$ cat src/rtl/bgs_pkg.sv
package bgs_pkg;
  typedef enum logic {
    OP_GATHER  = 1'b0,
    OP_SCATTER = 1'b1
  } bgs_op_e;

  typedef enum logic {
    ST_IDLE = 1'b0,
    ST_RUN  = 1'b1
  } bgs_st_e;
endpackage

$ cat src/rtl/bgs_popcnt.sv
module bgs_popcnt #(
  parameter int W  = 32,
  parameter int CW = $clog2(W + 1)
) (
  input  logic [W-1:0]  vec_i,
  output logic [CW-1:0] cnt_o
);
  // running sum chain
  logic [CW-1:0] part [W+1];

  assign part[0] = '0;
  for (genvar g = 0; g < W; g++) begin : g_acc
    assign part[g+1] = part[g] + CW'(vec_i[g]);
  end

  assign cnt_o = part[W];
endmodule

$ cat src/rtl/bgs_route.sv
module bgs_route
  import bgs_pkg::*;
#(
  parameter int W  = 32,
  parameter int CW = $clog2(W + 1)
) (
  input  bgs_op_e       op_i,
  input  logic [W-1:0]  word_i,
  input  logic [W-1:0]  acc_i,
  input  logic          sel_i,
  input  logic [CW-1:0] k_i,
  input  logic [CW-1:0] ones_i,
  input  logic [CW-1:0] zeros_i,
  input  logic [CW-1:0] pos_i,
  output logic [W-1:0]  acc_o,
  output logic [W-1:0]  fin_o,
  output logic [CW-1:0] ones_o,
  output logic [CW-1:0] zeros_o
);
  logic [CW-1:0] grp_idx, rd_idx, wr_idx, pos_nx;
  logic [W-1:0]  rd_hot, wr_hot, tail;
  logic          bit_v;

  // packed-side index: selected group sits above W-k
  assign grp_idx = sel_i ? (CW'(W) - k_i + ones_i) : zeros_i;
  // gather reads natural position and writes packed; scatter swaps them
  assign rd_idx  = (op_i == OP_GATHER) ? pos_i : grp_idx;
  assign wr_idx  = (op_i == OP_GATHER) ? grp_idx : pos_i;

  assign rd_hot  = W'(1) << rd_idx;
  assign wr_hot  = W'(1) << wr_idx;
  assign bit_v   = |(word_i & rd_hot);
  assign acc_o   = bit_v ? (acc_i | wr_hot) : acc_i;

  assign ones_o  = ones_i + CW'(sel_i);
  assign zeros_o = zeros_i + CW'(!sel_i);
  assign pos_nx  = pos_i + CW'(1);

  // all bits above pos are unselected: move them as one contiguous run
  assign tail  = (op_i == OP_GATHER) ? ((word_i >> pos_nx) << zeros_o)
                                     : ((word_i >> zeros_o) << pos_nx);
  assign fin_o = acc_o | tail;
endmodule

$ cat src/rtl/bgs_ctrl.sv
module bgs_ctrl
  import bgs_pkg::*;
(
  input  logic clk_i,
  input  logic rst_ni,
  input  logic start_i,
  input  logic last_i,
  output logic load_o,
  output logic step_o,
  output logic busy_o,
  output logic done_o
);
  bgs_st_e st_q;
  logic    done_q;

  assign load_o = start_i && (st_q == ST_IDLE);
  assign step_o = (st_q == ST_RUN);
  assign busy_o = step_o;
  assign done_o = done_q;

  always_ff @(posedge clk_i or negedge rst_ni) begin
    if (!rst_ni) begin
      st_q   <= ST_IDLE;
      done_q <= 1'b0;
    end else begin
      done_q <= step_o && last_i;
      if (load_o)                st_q <= ST_RUN;
      else if (step_o && last_i) st_q <= ST_IDLE;
    end
  end
endmodule

$ cat src/rtl/bit_partition_unit.sv
module bit_partition_unit
  import bgs_pkg::*;
#(
  parameter int W = 32
) (
  input  logic         clk_i,
  input  logic         rst_ni,
  input  logic         start_i,
  input  logic         mode_i,
  input  logic [W-1:0] data_i,
  input  logic [W-1:0] mask_i,
  output logic         busy_o,
  output logic         done_o,
  output logic [W-1:0] result_o
);
  localparam int CW = $clog2(W + 1);

  bgs_op_e       op_q;
  logic [W-1:0]  word_q, msk_q, acc_q, res_q;
  logic [CW-1:0] k_q, ones_q, zeros_q, pos_q, k_in;
  logic [W-1:0]  acc_nx, fin;
  logic [CW-1:0] ones_nx, zeros_nx;
  logic          load, step, last;

  // no mask ones left above the current position
  assign last = (msk_q[W-1:1] == '0);

  bgs_popcnt #(.W(W), .CW(CW)) u_popcnt (
    .vec_i (mask_i),
    .cnt_o (k_in)
  );

  bgs_ctrl u_ctrl (
    .clk_i   (clk_i),
    .rst_ni  (rst_ni),
    .start_i (start_i),
    .last_i  (last),
    .load_o  (load),
    .step_o  (step),
    .busy_o  (busy_o),
    .done_o  (done_o)
  );

  bgs_route #(.W(W), .CW(CW)) u_route (
    .op_i    (op_q),
    .word_i  (word_q),
    .acc_i   (acc_q),
    .sel_i   (msk_q[0]),
    .k_i     (k_q),
    .ones_i  (ones_q),
    .zeros_i (zeros_q),
    .pos_i   (pos_q),
    .acc_o   (acc_nx),
    .fin_o   (fin),
    .ones_o  (ones_nx),
    .zeros_o (zeros_nx)
  );

  always_ff @(posedge clk_i or negedge rst_ni) begin
    if (!rst_ni) begin
      op_q    <= OP_GATHER;
      word_q  <= '0;
      msk_q   <= '0;
      acc_q   <= '0;
      k_q     <= '0;
      ones_q  <= '0;
      zeros_q <= '0;
      pos_q   <= '0;
      res_q   <= '0;
    end else if (load) begin
      op_q    <= bgs_op_e'(mode_i);
      word_q  <= data_i;
      msk_q   <= mask_i;
      acc_q   <= '0;
      k_q     <= k_in;
      ones_q  <= '0;
      zeros_q <= '0;
      pos_q   <= '0;
    end else if (step) begin
      msk_q   <= msk_q >> 1;
      acc_q   <= acc_nx;
      ones_q  <= ones_nx;
      zeros_q <= zeros_nx;
      pos_q   <= pos_q + CW'(1);
      if (last) res_q <= fin;
    end
  end

  assign result_o = res_q;
endmodule

$ cat config.mk
export PLATFORM = sky130hd
export DESIGN_NAME = bit_partition_unit
export DESIGN_NICKNAME = d
export VERILOG_FILES = /design/src/rtl/bgs_pkg.sv /design/src/rtl/bgs_popcnt.sv /design/src/rtl/bgs_route.sv /design/src/rtl/bgs_ctrl.sv /design/src/rtl/bit_partition_unit.sv
export SDC_FILE = /design/constraint.sdc
export NUM_CORES = 1
export LEC_CHECK = 0
export BUFFER_PORTS_ARGS = -buffer_cell sky130_fd_sc_hd__buf_2
export CELL_PAD_IN_SITES_DETAIL_PLACEMENT = 0
export CELL_PAD_IN_SITES_GLOBAL_PLACEMENT = 1
export CORE_MARGIN = 5
export CORE_UTILIZATION = 44
export DETAILED_ROUTE_END_ITERATION = 12
export GPL_TIMING_DRIVEN = 0
export MAX_ROUTING_LAYER = met4
export PLACE_DENSITY_LB_ADDON = 0.1
export SLEW_MARGIN = 20
export SYNTH_ARGS = -nofsm -noshare
export SYNTH_HDL_FRONTEND = slang
export SYNTH_SLANG_ARGS = --single-unit
$ cat constraint.sdc
create_clock -name clk_i -period 3.8 [get_ports clk_i]
set_clock_uncertainty 0.1 [all_clocks]
set_input_delay 0.19 -clock clk_i [delete_from_list [all_inputs] [get_ports clk_i]]
set_output_delay 0.19 -clock clk_i [all_outputs]
set_load 0.02 [all_outputs]
==> impl_metrics.csv, run 1 <==
group,metric,value,unit
grt,globalRouteTotalUtil,40.69,%
logic_synthesis,synthCells,2125,
clocking,clk_pin_slew_worst_paths,0.08,ns
timing,min_period_over_period,117.5,%
clocking,numCtsBuffers,17,
clocking,insertion_delay,0.50,ns
layout,nFillCells,3499,
detailed_routing,drt_iter0_drc,2696,
worst_setup_path,reg2reg_to,"result_o[23]",
clocking,ctsLongestPathBuffers,2,
min_path,hold_path_end,"msk_q[28]",
grt,grt_overflow,0,
worst_setup_path,r2r_start,"msk_q[0]",
detailed_routing,wl,90.64,mm
worst_setup_path,cp.required,4.06,ns
layout,syn_to_final_growth,36.60,%
grt,grt_max_degree,94,
logic_synthesis,synth_top_flop_cell,"dfrtp_1",
timing,drv_slew,0,
detailed_routing,ant_nets,0,
logic_synthesis,synthArstFlopShare,100.0,%
layout,drive_gt1_share,35.84,%
detailed_routing,viasPerCell,6.919,
worst_setup_path,ff2ff_path_depth,16,
worst_setup_path,r2r_slack,-0.37,ns
timing,setup_viol,45,
worst_setup_path,worstSetupPathType,"input pin to flop",
layout,finalNetCount,2577,
logic_synthesis,yosysWarnings,0,
worst_setup_path,cp-start-kind,"input pin",
timing,tightest_slew,1.255,ns
min_path,hp-class,"input pin to flop",
floorplan,io_pins,102,
grt,grt_pass1_vias,19650,
placed_design,gp_congestion,1.034,
min_path,holdPathStages,4,
logic_synthesis,syn-cell-area,17710,µm²
floorplan,die_area,44370,µm²
floorplan,die_w,210.6,µm
logic_synthesis,synth-seq-area-share,21.90,%
floorplan,die_h,210.6,µm
clocking,root_buffer,"clkbuf_16",
detailed_routing,first_pass_iters,5,
detailed_routing,post-route-drc-count,0,
layout,antennaDiodeCount,0,
job,max_cap_violations,0,
worst_setup_path,crit_path_max_fanout,2,
timing,setup_tns,-10.67,ns
logic_synthesis,syn-num-nets,2240,
floorplan,start_util,44.48,%
placed_design,io_buffers,101,
detailed_routing,vias,20760,
outcome,violations,"setup timing",
worst_setup_path,crit_path_end_kind,"flop",
min_path,holdCritStartpoint,"mask_i[28]",
timing,relSlewSlack,16.32,%
timing,rsz0062_at_grt,"yes",
grt,grt_pass1_wl,132.2,mm
grt,antenna_found_initial,0,
clocking,clock_sinks,155,
timing,max_freq,223.9,MHz
timing,period_needed,4.466,ns
timing,hold_viol_final,0,
logic_synthesis,avgSynthCellArea,8.335,µm²
placed_design,place_hpwl,67.97,mm
detailed_routing,wl_per_cell,30.21,µm
floorplan,core-area,39820,µm²
logic_synthesis,synth_seq_cells,155,
floorplan,placementRows,73,
clocking,cts_tree,"done",
timing,setup_ws,-0.6662,ns
outcome,status,"finished, violations left",
logic_synthesis,synth_edf_count,0,
worst_setup_path,critPathArrivalTime,4.73,ns
clocking,htree_levels,4,
logic_synthesis,yosys.cell_types.count,104,
==> area by class of cell <==
cell class / count / area [µm²] / area share (%)
multi-input cells: 1698 / 14850 / 61.38
flip-flops and latches: 155 / 3882 / 16.05
repair buffers: 324 / 2758 / 11.40
plain buffers: 185 / 1150 / 4.753
well taps: 525 / 656.9 / 2.715
clock buffers: 17 / 425.4 / 1.758
inverters: 81 / 316.6 / 1.308
clock inverters: 15 / 155.1 / 0.6413
==> critical path, stage by stage <==
cell and delay, ns:
buf_8 0.10, fa_1 0.56, inv_2 0.05, fa_1 0.48
inv_1 0.05, fa_1 0.48, inv_1 0.05, fa_1 0.51
fa_1 0.44, fa_1 0.51, inv_2 0.04, fa_2 0.35
fa_2 0.36, a21o_1 0.18, a21oi_2 0.15, xor2_1 0.15
o21ai_1 0.07
==> what timing repair did <==
action | CTS | global route
pin swaps | 105 | 115
hold buffers | 65 | 0
endpoints found under the hold margin | 126 | 0
setup endpoints to repair | 72 | 64
buffers inserted | 90 | 65
gates cloned | 5 | 1
gates resized for setup | 419 | 200
==> registers in the layout, summed over array words and instances (netlist names) <==
signal         flops
pos_q              6
u_ctrl.busy_o      1
k_q                6
msk_q             32
op_q               1
acc_q             32
word_q            32
ones_q             6
zeros_q            6
u_ctrl.done_o      1
result_o          32
==> cells in the final DEF, fill, tap and decap left out, drive strengths merged, types with 16 or more instances in the layout <==
| cell type | instances |
|---|---|
| and2 | 18 |
| buf | 348 |
| nand2 | 297 |
| o211ai | 22 |
| a211oi | 27 |
| dlygate4sd3 | 65 |
| and3 | 17 |
| fa | 25 |
| dfrtp | 155 |
| mux4 | 64 |
| a21oi | 100 |
| o21ai | 118 |
| mux2i | 171 |
| nand3 | 68 |
| ha | 22 |
| a22oi | 27 |
| mux2 | 83 |
| a22o | 16 |
| nor2 | 169 |
| nor3 | 57 |
| nand4 | 21 |
| a31oi | 42 |
| o22ai | 18 |
| clkbuf | 113 |
| inv | 86 |
==> stage by stage <==
| step | area [µm²] | hold slack [ns] | std cells | util, % | setup WS, ns |
|---|---|---|---|---|---|
| after floorplan | 17770 | -0.2056 | 2125 | - | -0.8520 |
| after global placement | 18930 | 0.2808 | 2751 | 47.55 | -1.539 |
| after detailed placement | 18980 | 0.07594 | 2752 | 47.67 | -1.490 |
| after CTS | 22830 | 0.003069 | 2941 | 57.32 | -0.6680 |
| after global routing | 24190 | 0.06473 | 3000 | 60.75 | -0.8424 |
| final | 24190 | 0.03348 | 3000 | 60.75 | -0.6662 |
==> metal layers <==
metal	routed length, µm	track usage [%]
met1	35750	54.32
met5	0	-
met3	9788	8.020
met2	39180	59.39
met4	5928	19.85
==> logic make-up after synthesis <==
| kind of cell | Yosys count | share of synthesized area (%) |
|---|---|---|
| multiplexers | 318 | 23.08 |
| AO/OA/AOI/OAI | 578 | 22.91 |
| adder cells (fa/ha/maj) | 47 | 4.380 |
| flip-flops | 155 | 21.90 |
| XOR/XNOR | 23 | 1.604 |
| buffers and inverters | 272 | 7.001 |
| AND/OR/NAND/NOR | 732 | 19.13 |
==> worst max-delay path by stage <==
stage               start            to  cells past startpoint
4_1_cts        mask_i[19]        k_q[4]                     17
6_report       mask_i[19]        k_q[4]                     17
5_1_grt        mask_i[19]        k_q[4]                     17
3_5_place_dp     msk_q[0]  result_o[25]                     15
2_1_floorplan  mask_i[19]        k_q[4]                     16
3_3_place_gp     msk_q[0]  result_o[25]                     15
==> Yosys cell counts (all sizes together), types with 10 or more instances <==
cell | n | share of area [%]
nor2 | 169 | 3.6
nor3 | 57 | 1.7
mux4 | 64 | 8.1
a21oi | 100 | 2.8
a22o | 16 | 0.79
o22ai | 18 | 0.64
o21ai | 118 | 3.3
xor2 | 10 | 0.66
fa | 25 | 2.8
or2 | 10 | 0.35
o21a | 14 | 0.59
mux2 | 83 | 5.3
a211oi | 27 | 1.2
a221oi | 15 | 0.74
clkbuf | 89 | 1.9
buf | 102 | 3.4
and3 | 17 | 0.60
a21o | 13 | 0.55
xnor2 | 13 | 0.94
nand3 | 68 | 2.0
nor4 | 15 | 0.53
a311oi | 12 | 0.59
o22a | 11 | 0.54
inv | 80 | 1.7
a31oi | 42 | 1.5
a211o | 15 | 0.74
and2 | 18 | 0.64
a2111oi | 10 | 0.53
o211ai | 22 | 0.93
ha | 22 | 1.6
nand2 | 297 | 6.3
mux2i | 171 | 9.7
o31ai | 14 | 0.59
a22oi | 27 | 1.2
nand4 | 21 | 0.74
nand2b | 10 | 0.35
dfrtp | 155 | 22
Power of run 1 is not shown: default switching activity piles up to over one toggle a cycle in this logic, so the estimate is an artifact.
==> inputs of run 2 (changes only) <==
Settings changed: CORE_UTILIZATION 44 to 52.
Clock period 3.8 ns to 5.75 ns, I/O delays scaled along.
==> run 2 against run 1 <==
The flow now finishes without violations; routed wire length decreased by 9.2%; clock-buffer cell count unchanged; die area fell by 15%; sequential cell count unchanged; sequential share of layout area up 3.6 points; non-clock buffer count is 182 lower; cell area shrank 18%; register-to-register slack improved by 0.51 ns; global-route usage grew 2.6 points; first-iteration DRC count rose by 5.5%.
==> impl_metrics.csv, run 2 (synthesis results as in run 1) <==
group,metric,value,unit
grt,grt_pass1_wl,122.3,mm
detailed_routing,top_layer,"met4",
worst_setup_path,r2r_start,"msk_q[0]",
outcome,status,"completed",
worst_setup_path,slowest_stage,"nor2_1",
worst_setup_path,worstSetupPathType,"flop to flop",
layout,nFillCells,3074,
detailed_routing,vias,19710,
worst_setup_path,endpoint,"result_o[20]",
floorplan,start_util,52.69,%
timing,max_freq,178.4,MHz
layout,drive_gt1_share,17.88,%
min_path,hp-class,"input pin to flop",
timing,relSlewSlack,19.17,%
clocking,insertion_delay,0.49,ns
detailed_routing,first_pass_iters,8,
worst_setup_path,crit_path_end_kind,"flop",
worst_setup_path,critPathArrivalTime,5.88,ns
grt,globalRouteTotalUtil,43.32,%
detailed_routing,wl_met1,30.88,mm
worst_setup_path,crit_path_max_fanout,10,
detailed_routing,post-route-drc-count,0,
layout,syn_to_final_growth,11.71,%
grt,grt_max_degree,98,
worst_setup_path,cp.required,6.02,ns
timing,setup_tns,0,ns
clocking,clock_sinks,155,
worst_setup_path,cp_slowest_stage_delay,0.79,ns
clocking,numCtsBuffers,17,
floorplan,die_h,194.6,µm
worst_setup_path,reg2reg_to,"result_o[20]",
worst_setup_path,r2r_slack,0.14,ns
grt,grt_pass1_vias,19080,
detailed_routing,wl_per_cell,30.00,µm
layout,final_area,19790,µm²
floorplan,core-area,33620,µm²
job,max_cap_violations,0,
worst_setup_path,ff2ff_path_depth,15,
detailed_routing,wl,82.29,mm
clocking,htree_levels,4,
timing,whs,0.01750,ns
detailed_routing,met2_length,35.02,mm
timing,hold_viol_final,0,
layout,layout.cells.most_common,"nand2_1",
layout,layout_common_cells,"nand2_1 (297), mux2i_1 (171), nor2_1 (168)",
grt,antenna_found_initial,2,
timing,drv_slew,0,
detailed_routing,ant_nets,0,
worst_setup_path,startpoint,"msk_q[0]",
worst_setup_path,crit_chain,"buf_2, inv_1, ha_1, ha_1, buf_2, a31oi_1, nor2_1, nor3_1, o211ai_1, a21boi_0, mux2_2, o22ai_1, a22oi_1, o2111ai_1, o21ba_2",
floorplan,die_area,37850,µm²
clocking,ctsLongestPathBuffers,2,
layout,final_util,58.86,%
floorplan,io_pins,102,
detailed_routing,wl_met3,10.23,mm
timing,rsz0062_at_grt,"no",
timing,min_period_over_period,97.48,%
clocking,cts_tree,"done",
timing,setup_viol,0,
placed_design,place_hpwl,63.26,mm
detailed_routing,viasPerCell,7.186,
layout,finalNetCount,2395,
timing,tightest_slew,1.208,ns
clocking,clk_pin_slew_worst_paths,0.07,ns
clocking,root_buffer,"clkbuf_16",
placed_design,postPlaceCellArea,18830,µm²
placed_design,io_buffers,101,
floorplan,placementRows,67,
timing,period_needed,5.605,ns
floorplan,die_w,194.6,µm
detailed_routing,drt_iter0_drc,2843,
grt,grt_overflow,0,
worst_setup_path,cp-start-kind,"flop",
placed_design,gp_congestion,1.090,
run 2: cell types whose count changed in the layout (fill, tap and decap cells not counted), sizes merged:
cell         before  now
buf             348  204
bufinv            1    0
clkbuf          113  106
clkinv            4    7
clkinvlp          5    1
diode             0    2
dlygate4sd3      65   34
inv              86   88
run 2: per-stage QoR:
step / instances / worst slack (ns)
floorplan: 2125 / 0.7827
global placement: 2674 / 0.1127
detailed placement: 2675 / 0.06671
CTS: 2741 / 0.04537
global route: 2743 / 0.06727
finish: 2743 / 0.1448
run 2: worst min path at each step:
stage                           from            to  slack (ns)  cells after the start
after floorplan               rst_ni      acc_q[0]       -0.11                      0
after global placement        k_q[3]        k_q[3]        0.37                      2
after detailed placement      rst_ni  result_o[25]        0.17                      1
after CTS                 mask_i[10]     msk_q[10]        0.02                      3
after global routing      mask_i[31]     msk_q[31]        0.04                      3
final                     mask_i[14]     msk_q[14]        0.02                      3
run 2: timing repair:
action                     in CTS  in global routing
hold endpoints to repair       91                  0
resized for setup               0                  2
buffers inserted                0                  0
hold buffers                   34                  0
setup endpoints to repair       0                  3
run 2: final cells by class:
| type | count | area (µm²) | share of cell area (%) |
|---|---|---|---|
| Inverter | 81 | 304.0 | 1.537 |
| Tap cell | 448 | 560.5 | 2.833 |
| Timing Repair Buffer | 136 | 883.3 | 4.464 |
| Multi-Input combinational cell | 1698 | 12620 | 63.80 |
| Antenna cell | 2 | 5.005 | 0.02529 |
| Sequential cell | 155 | 3879 | 19.60 |
| Clock inverter | 15 | 170.2 | 0.8600 |
| Buffer | 191 | 935.9 | 4.730 |
| Clock buffer | 17 | 425.4 | 2.150 |
run 2: worst max-delay path, delay by kind of cell (launching register included):
kind                       cells  cell delay (ns)
buffers and inverters          3             0.67
adders and majority gates      2             0.94
muxes                          1             0.24
AOI/OAI and AO/OA              7             2.05
and+or+nand+nor                2             1.01
DFF                            1             0.47
run 2: layer usage:
layer	track usage [%]	up-vias
li1	-	8261
met1	54.98	9491
met2	62.51	1557
met3	11.76	402
met4	24.58	0
met5	-	-
Power of run 2 is left out for the same reason.
